## config.mk

```make
export PLATFORM = sky130hd
export DESIGN_NAME = mdio_mgmt_ctrl
export DESIGN_NICKNAME = d
export VERILOG_FILES = /design/src/rtl/mdio_pkg.sv /design/src/rtl/mdio_clkgen.sv /design/src/rtl/mdio_shifter.sv /design/src/rtl/mdio_regs.sv /design/src/rtl/mdio_mgmt_ctrl.sv
export SDC_FILE = /design/constraint.sdc
export NUM_CORES = 1
export LEC_CHECK = 0
export ABC_AREA = 1
export BUFFER_PORTS_ARGS = -buffer_cell sky130_fd_sc_hd__buf_2
export CAP_MARGIN = 30
export CORE_MARGIN = 2
export CORE_UTILIZATION = 35
export CTS_CLUSTER_DIAMETER = 50
export DETAILED_ROUTE_END_ITERATION = 16
export GPL_TIMING_DRIVEN = 0
export PLACE_DENSITY = 0.63
export SYNTH_ARGS = -nofsm -noshare
export SYNTH_HDL_FRONTEND = slang
export SYNTH_HIERARCHICAL = 1
export SYNTH_SLANG_ARGS = --single-unit
```

## constraint.sdc

```tcl
create_clock -name clk -period 3.3 [get_ports clk]
set_clock_uncertainty 0.2 [all_clocks]
set_input_delay 0.66 -clock clk [delete_from_list [all_inputs] [get_ports clk]]
set_output_delay 0.66 -clock clk [all_outputs]
set_load 0.05 [all_outputs]
```

## src/rtl/mdio_pkg.sv

```systemverilog
package mdio_pkg;
  localparam int FRAME_BITS   = 64;
  localparam int PRE_BITS     = 32;
  localparam int DATA_BITS    = 16;
  localparam int RELEASE_BITS = 18;
  localparam int CNT_W        = $clog2(FRAME_BITS + 1);

  typedef enum logic [1:0] {
    OP_NONE  = 2'b00,
    OP_WRITE = 2'b01,
    OP_READ  = 2'b10,
    OP_BOTH  = 2'b11
  } op_e;

  typedef enum logic [1:0] {
    A_CMD  = 2'd0,
    A_DATA = 2'd1,
    A_STAT = 2'd2,
    A_CTRL = 2'd3
  } addr_e;

  typedef struct packed {
    op_e        op;
    logic [4:0] phy;
    logic [4:0] regn;
  } cmd_t;
endpackage

```

## src/rtl/mdio_clkgen.sv

```systemverilog
module mdio_clkgen #(
  parameter int DIV_W = 8
) (
  input  logic             clk,
  input  logic             rst_n,
  input  logic             load,
  input  logic [DIV_W-1:0] div_m1,
  input  logic             run,
  output logic             mdc,
  output logic             rise,
  output logic             last
);
  localparam int PW = DIV_W + 1;

  logic [PW-1:0] per_q;
  logic [PW-1:0] cnt_q;
  logic [PW-1:0] low_len;

  // low phase takes the extra clock of an odd period
  assign low_len = per_q - (per_q >> 1);
  assign mdc     = run && (cnt_q >= low_len);
  assign rise    = run && (cnt_q == low_len);
  assign last    = run && (cnt_q == per_q - PW'(1));

  always_ff @(posedge clk or negedge rst_n) begin
    if (!rst_n) begin
      per_q <= PW'(2);
      cnt_q <= '0;
    end else if (load) begin
      per_q <= (div_m1 == '0) ? PW'(2) : PW'(div_m1) + PW'(1);
      cnt_q <= '0;
    end else if (run) begin
      cnt_q <= last ? '0 : cnt_q + PW'(1);
    end else begin
      cnt_q <= '0;
    end
  end
endmodule

```

## src/rtl/mdio_shifter.sv

```systemverilog
module mdio_shifter
  import mdio_pkg::*;
(
  input  logic             clk,
  input  logic             rst_n,
  input  logic             start,
  input  cmd_t             cmd,
  input  logic [15:0]      wdata,
  input  logic             sup,
  input  logic             rise,
  input  logic             last,
  input  logic             mdio_i,
  output logic             busy,
  output logic [CNT_W-1:0] left,
  output logic             mdio_o,
  output logic             mdio_oe,
  output logic             done,
  output logic [15:0]      rx_word
);
  logic [FRAME_BITS-1:0] sr_q;
  logic [FRAME_BITS-1:0] frame;
  logic [CNT_W-1:0]      left_q;
  logic                  busy_q;
  logic                  rd_q;
  logic [15:0]           rx_q;
  logic [15:0]           rx_nxt;
  logic [1:0]            ta;

  assign ta    = (cmd.op == OP_READ) ? 2'b11 : 2'b10;
  assign frame = {{PRE_BITS{1'b1}}, 2'b01, cmd.op, cmd.phy, cmd.regn, ta, wdata};

  assign rx_nxt = (busy_q && rd_q && rise && (left_q <= CNT_W'(DATA_BITS)))
                ? {rx_q[14:0], mdio_i} : rx_q;

  assign done    = busy_q && last && (left_q == CNT_W'(1));
  assign busy    = busy_q;
  assign left    = left_q;
  assign rx_word = rx_nxt;
  assign mdio_o  = busy_q ? sr_q[FRAME_BITS-1] : 1'b1;
  assign mdio_oe = busy_q ? !(rd_q && (left_q <= CNT_W'(RELEASE_BITS))) : 1'b1;

  always_ff @(posedge clk or negedge rst_n) begin
    if (!rst_n) begin
      sr_q   <= '0;
      left_q <= '0;
      busy_q <= 1'b0;
      rd_q   <= 1'b0;
      rx_q   <= '0;
    end else if (start) begin
      sr_q   <= sup ? {frame[FRAME_BITS-PRE_BITS-1:0], {PRE_BITS{1'b0}}} : frame;
      left_q <= sup ? CNT_W'(FRAME_BITS - PRE_BITS) : CNT_W'(FRAME_BITS);
      busy_q <= 1'b1;
      rd_q   <= (cmd.op == OP_READ);
      rx_q   <= '0;
    end else if (busy_q) begin
      rx_q <= rx_nxt;
      if (last) begin
        sr_q   <= sr_q << 1;
        left_q <= left_q - CNT_W'(1);
        if (left_q == CNT_W'(1)) busy_q <= 1'b0;
      end
    end
  end
endmodule

```

## src/rtl/mdio_regs.sv

```systemverilog
module mdio_regs
  import mdio_pkg::*;
#(
  parameter int DIV_W      = 8,
  parameter int RST_DIV_M1 = 39
) (
  input  logic             clk,
  input  logic             rst_n,
  input  logic             bus_wr,
  input  logic [1:0]       bus_addr,
  input  logic [31:0]      bus_wdata,
  output logic [31:0]      bus_rdata,
  input  logic             busy,
  input  logic             done,
  input  logic [15:0]      rx_word,
  output logic             start,
  output cmd_t             cmd_new,
  output logic [15:0]      data,
  output logic             sup,
  output logic [DIV_W-1:0] div_m1
);
  localparam int DIV_LSB = 9;
  localparam int DIV_MSB = DIV_LSB + DIV_W - 1;

  cmd_t             cmd_q;
  logic [15:0]      data_q;
  logic [DIV_W-1:0] div_q;
  logic             sup_q;
  op_e              req_op;
  logic             unused_bits;

  assign unused_bits = ^{bus_wdata[31:DIV_MSB+1], bus_wdata[13:10]};

  assign req_op  = op_e'(bus_wdata[15:14]);
  assign cmd_new = '{op: req_op, phy: bus_wdata[9:5], regn: bus_wdata[4:0]};
  assign start   = bus_wr && (addr_e'(bus_addr) == A_CMD) && !busy &&
                   ((req_op == OP_READ) || (req_op == OP_WRITE));
  assign data    = data_q;
  assign sup     = sup_q;
  assign div_m1  = div_q;

  always_ff @(posedge clk or negedge rst_n) begin
    if (!rst_n) begin
      cmd_q  <= '{op: OP_NONE, phy: 5'd0, regn: 5'd0};
      data_q <= '0;
      div_q  <= DIV_W'(RST_DIV_M1);
      sup_q  <= 1'b0;
    end else begin
      if (start) cmd_q <= cmd_new;
      if (done && (cmd_q.op == OP_READ))
        data_q <= rx_word;
      else if (bus_wr && (addr_e'(bus_addr) == A_DATA))
        data_q <= bus_wdata[15:0];
      if (bus_wr && (addr_e'(bus_addr) == A_CTRL)) begin
        div_q <= bus_wdata[DIV_MSB:DIV_LSB];
        sup_q <= bus_wdata[8];
      end
    end
  end

  always_comb begin
    bus_rdata = '0;
    case (addr_e'(bus_addr))
      A_CMD: begin
        bus_rdata[15:14] = cmd_q.op;
        bus_rdata[9:5]   = cmd_q.phy;
        bus_rdata[4:0]   = cmd_q.regn;
      end
      A_DATA: bus_rdata[15:0] = data_q;
      A_STAT: bus_rdata[0] = busy;
      A_CTRL: begin
        bus_rdata[DIV_MSB:DIV_LSB] = div_q;
        bus_rdata[8]               = sup_q;
      end
      default: bus_rdata = '0;
    endcase
  end
endmodule

```

## src/rtl/mdio_mgmt_ctrl.sv

```systemverilog
module mdio_mgmt_ctrl
  import mdio_pkg::*;
#(
  parameter int DIV_W      = 8,
  parameter int RST_DIV_M1 = 39
) (
  input  logic        clk,
  input  logic        rst_n,
  input  logic        reg_wr,
  input  logic [1:0]  reg_addr,
  input  logic [31:0] reg_wdata,
  output logic [31:0] reg_rdata,
  output logic        mdc,
  output logic        mdio_o,
  output logic        mdio_oe,
  input  logic        mdio_i
);
  logic             start;
  cmd_t             cmd_new;
  logic [15:0]      data;
  logic             sup;
  logic [DIV_W-1:0] div_m1;
  logic             busy;
  logic [CNT_W-1:0] bits_left;
  logic             done;
  logic [15:0]      rx_word;
  logic             rise;
  logic             last;

  mdio_regs #(.DIV_W(DIV_W), .RST_DIV_M1(RST_DIV_M1)) u_regs (
    .clk(clk), .rst_n(rst_n),
    .bus_wr(reg_wr), .bus_addr(reg_addr), .bus_wdata(reg_wdata), .bus_rdata(reg_rdata),
    .busy(busy), .done(done), .rx_word(rx_word),
    .start(start), .cmd_new(cmd_new), .data(data), .sup(sup), .div_m1(div_m1)
  );

  mdio_clkgen #(.DIV_W(DIV_W)) u_clk (
    .clk(clk), .rst_n(rst_n), .load(start), .div_m1(div_m1), .run(busy),
    .mdc(mdc), .rise(rise), .last(last)
  );

  mdio_shifter u_shift (
    .clk(clk), .rst_n(rst_n), .start(start), .cmd(cmd_new), .wdata(data), .sup(sup),
    .rise(rise), .last(last), .mdio_i(mdio_i),
    .busy(busy), .left(bits_left), .mdio_o(mdio_o), .mdio_oe(mdio_oe),
    .done(done), .rx_word(rx_word)
  );
endmodule

```

# ---- After elaboration in Yosys (flattened, before gate mapping)
# Cells that the tools add are included.
dict set report totals {
  reg_bits 144
  input_bits 38
  output_inout_bits 35
  word_cells 84
}
dict set report op_classes {
  addsub 5
  n_lt_le_gt_ge 3
  eq_ne 9
  muxes 30
  reduce_logical 24
}
# operator n
set op_table {}
lappend op_table {{$mux 64} 4}
lappend op_table {{$mux 16} 5}
lappend op_table {{$mux 9} 4}
lappend op_table {{$mux 7} 4}
lappend op_table {{$eq 9x9->1} 2}
lappend op_table {{$logic_and 1x1->1} 15}
lappend op_table {{$le 7x5->1 const B} 2}
lappend op_table {{$pmux 7 s2} 1}
lappend op_table {{$pmux 2 s3} 2}
lappend op_table {{$add 8x1->9 const B} 1}
lappend op_table {{$add 9x1->9 const B} 1}
lappend op_table {{$ge 9x9->1} 1}
lappend op_table {{$sub 9x1->9 const B} 1}
lappend op_table {{$sub 9x8->9} 1}
lappend op_table {{$eq 2x2->1 const B} 4}
lappend op_table {{$logic_not 8->1} 1}
lappend op_table {{$mux 1} 8}
lappend op_table {{$pmux 4 s2} 1}
lappend op_table {{$eq 7x1->1 const B} 1}
lappend op_table {{$sub 7x1->7 const B} 1}
lappend op_table {{$reduce_bool 2->1} 3}
lappend op_table {{$eq 2x1->1 const B} 2}
lappend op_table {{$pmux 1 s3} 1}
lappend op_table {{$logic_not 1->1} 2}
lappend op_table {{other kinds (3)} 3}

# ---- Logic depth before layout (Yosys ltp)
# Gate-level depths: netlist (run 1).
dict set report logic_depth {
  ltp_word 8
  depth_mapped 25
  ltp_nobuf 24
}

# ---- By module
# The synthesis (run 1) kept the hierarchy.
# mod instances cells_each area_each_um2 seq_area_each_um2
set by_module_without_submodules {}
lappend by_module_without_submodules {mdio_shifter 1 472 4047.6 2227.1}
lappend by_module_without_submodules {mdio_regs 1 301 2270.9 930.9}
lappend by_module_without_submodules {mdio_clkgen 1 273 1926.8 451.7}

# ---- Least setup slack after synthesis (run 1)
# No wires, ideal clock.
dict set report synth_path {
  path_type {register to output}
  startpoint {register u_clk.per_q[1]}
  endpoint {output mdc}
  arrival_time_ps 2732
  t_required_ps 2440
  slack_ps -292
  path_stages_with_launch 15
  n_path_buf 0
  cell_sequence {dfstp_2 > inv_1 > fa_1 > o21ai_0 > nand2_1 > nand2_1 > a21oi_1 > xor2_1 > ha_1 > nand2_1 > nor2_1 > nand2_1 > o2111ai_1 > nand2_1 > inv_1}
}
dict set report synth_between {
  elab_chain_len 3
}
# element line
set synth_lines {}
lappend synth_lines {{start, declared} mdio_clkgen.sv:15} ;# logic [PW-1:0] per_q;
lappend synth_lines {{start signal, assigned} mdio_clkgen.sv:30} ;# per_q <= (div_m1 == '0) ? PW'(2) : PW'(div_m1) + PW'(1);
lappend synth_lines {{$sub 9x8->9} mdio_clkgen.sv:20} ;# assign low_len = per_q - (per_q >> 1);
lappend synth_lines {{$ge 9x9->1} mdio_clkgen.sv:21} ;# assign mdc = run && (cnt_q >= low_len);
lappend synth_lines {{$logic_and 1x1->1} mdio_clkgen.sv:21}
lappend synth_lines {{end, declared} mdio_mgmt_ctrl.sv:13} ;# output logic mdc,
# No other way between the ends.

# ---- Final worst setup path (run 1)
dict set report layout_path {
  startpoint {register u_clk.per_q[0]}
  endpoint {output mdc}
}
# Same word-level chain as after synthesis.

==> metrics.md, run 1 <==
| Metric | Value |
|---|---|
| Clock Latency Late Sink | 0.44 ns |
| Most common cell after layout, fill and taps aside | nand2_1 |
| Pwr Density | 436 nW/um^2 |
| Fraction of layout instances using a drive strength above 1 | 20.3% |
| Most common cell on crit path | nand2_1 |
| RSZ-0062 raised after global routing | yes |
| Worst r2r dst | u_regs/data[8] |
| Syn Area/Cell | 7.88 um^2 |
| Total congestion overflow | 0 |
| Drt drc | 0 |
| Initial core utilization | 35.3% |
| Core area | 23,300 um^2 |
| Clock Tree Buf Depth | 2 |
| Cts hold-fix bufs | 0 |
| First-pass GRT wire length | 35,900 um |
| Metal-1 WL | 10,100 um |
| Setup violation total in the final timing report | 33 |
| Clock sink count | 144 |
| Complex-gate fraction of the synthesized area | 11.3% |
| Largest family of logic cells by synthesized area | simple AND/OR/NAND/NOR gates |
| GRT Util Overall | 18.7% |
| CTS tree | done |
| Met2 Routed Length | 10,700 um |
| Io pins | 73 |
| Chip height | 157 um |
| Port Buffers | 41 |
| Most frequent cells in the layout | nand2_1 (335), dfrtp_1 (136), inv_1 (96) |
| Startpoint Class | flop |
| DP Cell Count | 1,421 |
| Final nets | 1,212 |
| Final setup margin | -0.740 ns |
| Failing checks | setup timing |
| Worst min-delay path category | in2async |
| Final-report hold violation count | 0 |
| Synth unique cells | 51 |
| Slowest cell on crit path | fa_2 |
| Yosys warns | 6 |
| Synth Flop Type | dfrtp_1 |
| Critical path required time | 2.44 ns |
| GP Congestion | 0.860 |
| Row count | 56 |
| Crit share post-route | 122% |
| Tmin final | 4.04 ns |
| Simple-gate area share of the yosys netlist | 26.5% |
| Drt first pass iters | 5 |
| MaxCap Viol Count | 0 |
| Die width | 157 um |
| Reg2Reg Launch Point | u_clk/per_q[0] |
| Post-Synth XOR/XNOR Area | 2.23% |
| Dpl ws | -0.574 ns |
| Antenna fix cells | 0 |
| Via density per instance | 4.93 |
| Hold slack | 0.0272 ns |
| R2r setup slk | -0.56 ns |
| Synth Cell Area | 8250 um^2 |
| Setup crit end kind | output pin |
| Asr flop ratio synth | 100% |
| Max Transition Viols Final | 0 |
| Peak supply drop | 0.000330 V |
| Number of H-tree levels | 4 |
| Total CTS buffers | 17 |
| Final Power | 4.33 mW |
| Dpl hpwl | 16,100 um |
| Max Used Layer | met4 |
| Initial DRC count | 490 |
| Max Fclk | 0.248 GHz |
| Vias in the first global route | 6,914 |
| Sequential share of the synthesized area | 43.8% |
| Post-DRT Antenna Nets | 0 |
| Synthesized flop and latch total | 144 |
| Synth-to-layout area growth | 20.4% |
| Data arrival, critical path | 3.18 ns |
| Pin count of the biggest net entering global routing | 79 |
| CTS root buf | clkbuf_16 |
| Outcome | complete, but fails checks |
| Crit Path Class | reg2out |
| Worst-margin pin slew | 0.734 ns |
| Cells after Synth | 1,046 |
| Post-synth EDFFs | 0 |
| Critical path fanouts, max | 3 |
| Clock-pin slew on the worst setup and hold paths | 0.07 ns |
| Routed vias | 7,265 |
| Critical path cell sequence | inv_2 > ha_4 > fa_2 > o21ai_4 > nand2_1 > nand2_1 > a21oi_1 > xor2_1 > ha_1 > nand4_1 > nor3_2 > nand2_1 > o2111ai_2 > nand2_2 > clkinvlp_4 > buf_8 |
| Synthesized-area fraction occupied by adder cells | 5.10% |
| Drt total wl | 22,600 um |
| Die Area | 24,800 um^2 |
| Post-synthesis mux area share | 0% |
| R2R depth | 25 |
| Met3 wire len | 1060 um |
| Crit path max-delay family | adder cells |
| Lkg Pwr | 5.07 nW |
| Post-route insts no fill | 1,473 |
| Worst path bufs/invs | 3 |
| Initial antenna violation count | 0 |
| Per-cell routed wire length | 15.3 um |
| CP max stage delay | 0.42 ns |
| Slew HR | 51.0% |
-- layer usage --
metal  global-route usage, %  vias to the layer above
met2                    30.2                      185
met3                    3.44                       41
met1                    24.6                     3494
li1                        -                     3545
met4                    8.31                        0
met5                       0                        -
-- layout make-up --
class | count | area (um^2)
flip-flops and latches | 144 | 3610
clock buffers | 17 | 425
clock inverters | 15 | 190
inverters | 117 | 459
repair buffers | 62 | 414
multi-input cells | 728 | 3950
fillers | 2297 | 13400
well taps | 319 | 399
plain buffers | 71 | 478
-- synthesized netlist by cell type (2+ instances only) --
| cell | instances | area (um^2) |
|---|---|---|
| nor3_2 | 2 | 20.0 |
| o21ai_1 | 6 | 30.0 |
| nor3_1 | 2 | 10.0 |
| dfrtp_1 | 139 | 3480 |
| nor2_4 | 2 | 22.5 |
| a21oi_1 | 17 | 85.1 |
| nand3_1 | 63 | 315 |
| nor2_2 | 4 | 25.0 |
| a22oi_1 | 23 | 173 |
| nand2_2 | 9 | 56.3 |
| buf_1 | 2 | 7.51 |
| nor2_1 | 54 | 203 |
| dfstp_2 | 5 | 131 |
| xnor2_1 | 8 | 70.1 |
| xor2_1 | 13 | 114 |
| clkbuf_1 | 7 | 26.3 |
| inv_1 | 108 | 405 |
| nand3_2 | 2 | 20.0 |
| inv_2 | 6 | 22.5 |
| ha_1 | 32 | 400 |
| nand2_4 | 3 | 33.8 |
| o221ai_1 | 4 | 35.0 |
| nand2_1 | 342 | 1280 |
| a22o_1 | 7 | 61.3 |
| nand4_1 | 23 | 144 |
| o211ai_1 | 4 | 30.0 |
| buf_4 | 34 | 255 |
| a221oi_1 | 2 | 17.5 |
| o22ai_1 | 31 | 194 |
| o21ai_0 | 46 | 230 |
| buf_6 | 4 | 45.0 |
| buf_2 | 23 | 115 |
-- stage by stage --
step                utilization, %  area, um^2  TNS (ns)
floorplan                        -        8310   -0.0254
global placement              38.2        8910   -125.26
detailed placement            38.3        8950    -12.49
CTS                           41.4        9670    -10.31
global route                  42.5        9930    -19.29
finish                        42.5        9930    -13.68
-- worst reg2reg max path: cells and delay by family (launching register included) --
family / cells / cell delay [ns]
AND/OR/NAND/NOR: 14 / 1.41
adder cells (fa/ha/maj): 3 / 0.91
buffers and inverters: 5 / 0.51
flip-flops: 1 / 0.38
AO/OA/AOI/OAI: 2 / 0.24
XOR/XNOR: 1 / 0.15
-- registers in the layout (all words and copies together) (netlist names) --
name,flops
u_shift/rd_q,1
u_regs/sup,1
u_shift/left,7
u_shift/rx_q,16
u_shift/busy,1
u_regs/div_m1,8
u_shift/sr_q,64
u_clk/per_q,9
u_regs/cmd_q,12
u_regs/data,16
u_clk/cnt_q,9
-- repair_timing --
action,CTS,global route
gates cloned,0,2
endpoints found under the setup margin,33,53
hold endpoints to repair,0,0
gates resized for setup,19,43
buffers inserted,6,13
pin swaps,7,36
-- where the power goes --
part	switching, mW	internal [mW]
registers	0.0827	1.82
clock network	0.896	1.15
logic	0.266	0.107
-- kinds of logic after synthesis --
| group | count (synthesis) |
|---|---|
| AOI/OAI and AO/OA | 149 |
| and+or+nand+nor | 510 |
| xor gates and xnor gates | 21 |
| buffers and inverters | 188 |
| DFF | 144 |
| adders and majority gates | 33 |
| other | 1 |
-- worst max path at each step --
stage | startpoint | endpoint | slack, ns | depth (start not counted)
after global placement | rst_n | u_clk/per_q[2] | -1.12 | 1
after global routing | u_clk/per_q[0] | mdc | -0.86 | 16
after CTS | u_clk/per_q[0] | mdc | -0.74 | 16
final | u_clk/per_q[0] | mdc | -0.74 | 16
after detailed placement | u_clk/per_q[0] | u_regs/data[8] | -0.57 | 24
after floorplan | u_clk/per_q[1] | mdc | -0.03 | 13
Note: power is estimated with default switching activity, not from simulation.
==> inputs of run 2 (changes only) <==
- CORE_UTILIZATION: 35 -> 40
- PLACE_DENSITY: 0.63 -> 0.67
- clock period: 3.3 -> 4.5 ns (I/O delays scaled with it)
==> metrics.md, run 2 (synthesis gave the netlist of run 1 again) <==
| Metric | Value |
|---|---|
| Fin Setup TNS | 0 ns (was -13.68 ns) |
| Max Fclk | 0.234 GHz |
| Final Power | 3.07 mW (was 4.33 mW) |
| Register Area | 3610 um^2 (about the same) |
| MaxCap Viol Count | 0 (unchanged) |
| CTS root buf | clkbuf_16 (unchanged) |
| Internal | 2.19 mW (was 3.08 mW) |
| Outcome | finished clean (was complete, but fails checks) |
| Sw Pwr | 0.887 mW (was 1.24 mW) |
| Data arrival, critical path | 3.18 ns (about the same) |
| Io pins | 73 (unchanged) |
| Critical path fanouts, max | 6 (was 3) |
| GRT Util Overall | 20.7% (was 18.7%) |
| CP max stage delay | 0.44 ns (was 0.42 ns) |
| Initial antenna violation count | 0 (unchanged) |
| Post-DRT Antenna Nets | 0 (unchanged) |
| Clock Tree Buf Depth | 2 (unchanged) |
| Synth-to-layout area growth | 15.4% (was 20.4%) |
| Tmin final | 4.28 ns |
| Worst path bufs/invs | 4 (was 3) |
| Drt drc | 0 (unchanged) |
| Critical Path Source | u_clk/per_q[4] (was u_clk/per_q[0]) |
| Clock sink count | 144 (unchanged) |
| Initial core utilization | 40.7% (was 35.3%) |
| Final nets | 1,196 (was 1,212) |
| Switching part of the total | 28.8% (about the same) |
| Die width | 148 um (was 157 um) |
| Slowest cell on crit path | dfrtp_1 (was fa_2) |
| Die Area | 21,800 um^2 (was 24,800 um^2) |
| Max Transition Viols Final | 0 (unchanged) |
| Worst min-delay path category | in2async (unchanged) |
| Crit Path Class | reg2out (unchanged) |
| Crit path max-delay family | adder cells (unchanged) |
| Pin count of the biggest net entering global routing | 93 (was 79) |
| Reg2Reg Launch Point | u_clk/per_q[4] (was u_clk/per_q[0]) |
| Most flops, register | u_shift/sr_q (unchanged) |
| Routed vias | 7,164 (was 7,265) |
| Peak supply drop | 0.000243 V (was 0.000330 V) |
| Row count | 52 (was 56) |
| Most frequent cells in the layout | nand2_1 (342), dfrtp_1 (137), inv_1 (107) (was nand2_1 (335), dfrtp_1 (136), inv_1 (96)) |
| Multi-input logic area | 3790 um^2 (was 3950 um^2) |
| Critical path cell sequence | inv_2 > ha_1 > inv_1 > a21oi_1 > o21ai_2 > nand2_1 > nand2_1 > a21oi_1 > xor2_1 > ha_1 > nand4_1 > nor3_1 > nand2_1 > o2111ai_2 > nand2_1 > inv_1 > buf_6 (was inv_2 > ha_4 > fa_2 > o21ai_4 > nand2_1 > nand2_1 > a21oi_1 > xor2_1 > ha_1 > nand4_1 > nor3_2 > nand2_1 > o2111ai_2 > nand2_2 > clkinvlp_4 > buf_8) |
| Dpl hpwl | 15,500 um (was 16,100 um) |
| Share of power burned in registers | 45.4% (was 44.0%) |
| Setup violation total in the final timing report | 0 (was 33) |
| Via density per instance | 5.09 (was 4.93) |
| Most common cell after layout, fill and taps aside | nand2_1 (unchanged) |
| Chip height | 148 um (was 157 um) |
| Fraction of layout instances using a drive strength above 1 | 16.4% (was 20.3%) |
| Cts hold-fix bufs | 0 (unchanged) |
| Worst-margin pin slew | 0.730 ns (was 0.734 ns) |
| Slew HR | 51.4% (was 51.0%) |
| Number of H-tree levels | 4 (unchanged) |
| Final-report hold violation count | 0 (unchanged) |
| Antenna fix cells | 0 (unchanged) |
| Lkg Pwr | 4.97 nW (was 5.07 nW) |
| Vias in the first global route | 6,818 (was 6,914) |
| Pwr Density | 323 nW/um^2 (was 436 nW/um^2) |
| Max reg flops | 64 (unchanged) |
| First-pass GRT wire length | 35,600 um (was 35,900 um) |
| GP Congestion | 0.864 (was 0.860) |
| Clock-pin slew on the worst setup and hold paths | 0.06 ns (was 0.07 ns) |
| Critical path required time | 3.40 ns (was 2.44 ns) |
| Port Buffers | 41 (unchanged) |
| CTS tree | done (unchanged) |
| Drt total wl | 21,600 um (was 22,600 um) |
| Core area | 20,200 um^2 (was 23,300 um^2) |
| Per-cell routed wire length | 15.3 um (about the same) |
| Startpoint Class | flop (unchanged) |
| Clock Latency Late Sink | 0.43 ns (was 0.44 ns) |
| Setup crit end kind | output pin (unchanged) |
| Drt first pass iters | 5 (unchanged) |
| Initial DRC count | 621 (was 490) |
| Combinational Power Share | 8.9% (was 8.6%) |
| Most common cell on crit path | nand2_1 (unchanged) |
| Crit share post-route | 95.0% |
| Total CTS buffers | 17 (unchanged) |
| Total congestion overflow | 0 (unchanged) |
| # fillers | 1,992 (was 2,297) |
| Clock power frac | 45.7% (was 47.4%) |
[run 2: cell types whose count changed in the layout (fill, tap and decap cells not counted), sizes merged]
cell    before  now
buf        123  110
bufinv       2    0
clkinv       4    3
[run 2: worst paths after layout]
path	slack (ns)	depth (start not counted)	end
worst max-delay path	0.22	17	mdc
worst min-delay path	0.22	1	u_clk/cnt_q[6]
worst max register to register	0.67	25	u_regs/data[6]
worst min register to register	0.28	2	u_regs/cmd_q[1]
max in group asynchronous	3.03	2	u_shift/sr_q[32]
min in group clk	0.28	2	u_regs/cmd_q[1]
[run 2: what timing repair did]
action | in CTS | in global routing
endpoints found under the setup margin | 1 | 1
resized for setup | 4 | 8
setup buffers | 0 | 4
gates cloned | 0 | 0
pin swaps | 0 | 3
[run 2: worst reg2reg max path: stages (launching register included)]
cell and delay, ns:
dfrtp_1 0.44, inv_2 0.12, ha_1 0.32, inv_1 0.08, a21oi_1 0.20, o21ai_2 0.12, nand2_1 0.07, nand2_1 0.04
a21oi_1 0.16, xor2_1 0.10, ha_1 0.32, nand4_1 0.12, nor3_1 0.14, nand2_1 0.12, nor2_1 0.11, inv_1 0.10
nor2_8 0.21, nand2_2 0.15, buf_6 0.17, nand2_1 0.05, nand2_1 0.06, inv_1 0.07, nand4_1 0.12, nand2_1 0.09
nand2_1 0.05, nand2_1 0.05
[run 2: cell type report]
class,count,area share (%)
multi-input combinational,728,39.9
sequential,144,38.0
clock buffer,20,4.91
buffer,71,4.88
inverter,117,4.71
tap,270,3.55
timing repair buffer,46,2.89
clock inverter,12,1.18
[run 2: layer usage]
| metal | vias to the layer above | GRT usage [%] | part of all wire, % | routed length (um) |
|---|---|---|---|---|
| met3 | 25 | 4.94 | 6.2 | 1340 |
| met4 | 0 | 6.97 | 2.1 | 448 |
| met5 | - | 0 | 0 | 0 |
| li1 | 3520 | - | - | - |
| met1 | 3389 | 28.3 | 45 | 9730 |
| met2 | 230 | 32.3 | 47 | 10100 |
[run 2: power groups by stage]
stage	logic (mW)	registers [mW]	clock network, mW
final	0.273	1.40	1.40
after global routing	0.297	1.40	1.49
after CTS	0.273	1.40	1.43
after detailed placement	0.270	1.42	0
after global placement	0.265	1.42	0
after floorplan	0.185	1.39	0
[run 2: metrics by stage]
step           hold WS, ns  cell area (um^2)  utilization [%]  std cells  setup WS [ns]
4_1_cts              0.226              9460             46.8       1404         0.0305
2_1_floorplan        0.242              8300                -       1060          0.668
6_report             0.216              9510             47.0       1408          0.224
5_1_grt              0.235              9510             47.0       1408        -0.0174
3_5_place_dp         0.259              8870             43.9       1372          0.208
3_3_place_gp         0.254              8840             43.7       1371          0.112
==> inputs of run 3 (changes only) <==
==> constraint.sdc (replaced) <==
create_clock -name clk -period 4.5 [get_ports clk]
set_clock_uncertainty 0.2 [all_clocks]
set_input_delay 0.45 -clock clk [delete_from_list [all_inputs] [get_ports clk]]
set_output_delay 0.45 -clock clk [all_outputs]
set_load 0.05 [all_outputs]
==> metrics.md, run 3 (synthesis gave the netlist of run 1 again) <==
| Metric | Value |
|---|---|
| Via density per instance | 5.09 (about the same) |
| Final-report hold violation count | 0 (unchanged) |
| Peak supply drop | 0.000244 V (was 0.000243 V) |
| Number of H-tree levels | 4 (unchanged) |
| Port Buffers | 41 (unchanged) |
| Max Fclk | 0.240 GHz (was 0.234 GHz) |
| Synth-to-layout area growth | 14.8% (was 15.4%) |
| Most common cell after layout, fill and taps aside | nand2_1 (unchanged) |
| Setup crit end kind | output pin (unchanged) |
| Critical path required time | 3.85 ns (was 3.40 ns) |
| Final nets | 1,193 (was 1,196) |
| Die width | 148 um (unchanged) |
| GP Congestion | 0.864 (unchanged) |
| Outcome | finished clean (unchanged) |
| Pin count of the biggest net entering global routing | 93 (unchanged) |
| Core Util, Final | 46.8% (was 47.0%) |
| Die Area | 21,800 um^2 (unchanged) |
| CTS root buf | clkbuf_16 (unchanged) |
| Setup violation total in the final timing report | 0 (unchanged) |
| Worst min-delay path category | in2reg (was in2async) |
| Clock Tree Buf Depth | 2 (unchanged) |
| GRT Util Overall | 20.7% (about the same) |
| Initial DRC count | 615 (was 621) |
| Post-DRT Antenna Nets | 0 (unchanged) |
| Hold slack | 0.0604 ns (was 0.216 ns) |
| Clock Latency Late Sink | 0.43 ns (about the same) |
| Tmin final | 4.16 ns (was 4.28 ns) |
| Most flops, register | u_shift/sr_q (unchanged) |
| Clock-pin slew on the worst setup and hold paths | 0.07 ns (was 0.06 ns) |
| First-pass GRT wire length | 35,600 um (about the same) |
| Multi-input logic area | 3780 um^2 (was 3790 um^2) |
| Routed vias | 7,146 (was 7,164) |
| Initial core utilization | 40.7% (unchanged) |
| Io pins | 73 (unchanged) |
| Critical path fanouts, max | 4 (was 6) |
| Initial antenna violation count | 0 (unchanged) |
| Data arrival, critical path | 3.51 ns (was 3.18 ns) |
| Fin Setup TNS | 0 ns (unchanged) |
| Dpl hpwl | 15,500 um (unchanged) |
| Drt drc | 0 (unchanged) |
| Row count | 52 (unchanged) |
| Core area | 20,200 um^2 (unchanged) |
| Fin area | 9460 um^2 (was 9510 um^2) |
| Register Area | 3610 um^2 (about the same) |
| Max reg flops | 64 (unchanged) |
| # fillers | 1,999 (was 1,992) |
| Most frequent cells in the layout | nand2_1 (342), dfrtp_1 (139), inv_1 (108) (was nand2_1 (342), dfrtp_1 (137), inv_1 (107)) |
| Total CTS buffers | 17 (unchanged) |
| Crit share post-route | 92.4% (was 95.0%) |
| Chip height | 148 um (unchanged) |
| Worst-margin pin slew | 0.727 ns (was 0.730 ns) |
| MaxCap Viol Count | 0 (unchanged) |
| Placed instance area | 8870 um^2 (unchanged) |
| Pwr Density | 325 nW/um^2 (was 323 nW/um^2) |
| Vias in the first global route | 6,806 (was 6,818) |
| Startpoint Class | flop (unchanged) |
| CTS tree | done (unchanged) |
| Per-cell routed wire length | 15.4 um (was 15.3 um) |
| Slew HR | 51.5% (was 51.4%) |
| Drt total wl | 21,600 um (about the same) |
| Clock sink count | 144 (unchanged) |
| Max Transition Viols Final | 0 (unchanged) |
| Total congestion overflow | 0 (unchanged) |
| Crit Path Class | reg2out (unchanged) |
| RSZ-0062 raised after global routing | no |
| Fraction of layout instances using a drive strength above 1 | 15.4% (was 16.4%) |
| Antenna fix cells | 0 (unchanged) |
| Lkg Pwr | 4.95 nW (was 4.97 nW) |
| Drt first pass iters | 6 (was 5) |
[run 3: cell types whose count changed in the layout (fill, tap and decap cells not counted), sizes merged]
cell         previous run  this run
buf                   110       106
dlygate4sd3             0         1
[run 3: layout make-up]
type                            count  area share (%)
Inverter                          117            4.73
Buffer                             71            4.90
Clock buffer                       20            4.93
Clock inverter                     12            1.19
Sequential cell                   144            38.1
Multi-Input combinational cell    728            39.9
Timing Repair Buffer               43            2.63
Tap cell                          270            3.57
[run 3: stage by stage]
step / worst slack (ns) / power [mW] / instances
2_1_floorplan: 1.01 / 1.58 / 1060
3_3_place_gp: 0.448 / 1.69 / 1371
3_5_place_dp: 0.380 / 1.69 / 1372
4_1_cts: 0.203 / 3.10 / 1405
5_1_grt: 0.0581 / 3.19 / 1405
6_report: 0.340 / 3.08 / 1405
[run 3: routing by layer]
layer	up-vias	share of wire, %	global-route usage (%)
met5	-	0	0
met4	0	2.2	6.97
met3	28	5.8	4.94
met2	218	46	32.2
met1	3388	46	28.3
li1	3512	-	-
[run 3: power breakdown]
group | internal, mW | total [mW] | leakage (nW) | switching [mW]
clock | 0.774 | 1.40 | 0.282 | 0.630
sequential | 1.34 | 1.40 | 1.77 | 0.0624
combinational | 0.0790 | 0.274 | 2.90 | 0.195
[run 3: path summary, 6_finish.rpt]
check,from,end,slack (ns),cells past startpoint
min,reg_wdata[10],u_regs/div_m1[1],0.06,3
max in group asynchronous,rst_n,u_shift/sr_q[32],2.91,3
max reg2reg,u_clk/per_q[0],u_regs/data[6],0.47,24
min in group asynchronous,rst_n,u_clk/cnt_q[6],0.34,2
min reg2reg,u_regs/cmd_q[1],u_regs/cmd_q[1],0.28,2
max,u_clk/per_q[0],mdc,0.34,15
[run 3: worst max-delay path, cell delays in order, from the launching register on]
cell,delay [ns]
dfrtp_1,0.40
inv_1,0.12
ha_1,0.24
fa_1,0.41
o21ai_1,0.30
nand4_1,0.17
nand3_1,0.12
nand2_1,0.07
ha_1,0.33
nand2_1,0.08
nor2_1,0.17
nand2_1,0.07
o2111ai_1,0.20
nand2_1,0.09
inv_1,0.06
buf_2,0.25
[run 3: timing repair]
| action | 4_1_cts | 5_1_grt |
|---|---|---|
| hold buffers | 1 | 0 |
| endpoints found under the hold margin | 52 | 0 |
| gates resized for setup | 0 | 2 |
| buffers inserted | 0 | 0 |
| setup endpoints to repair | 0 | 1 |
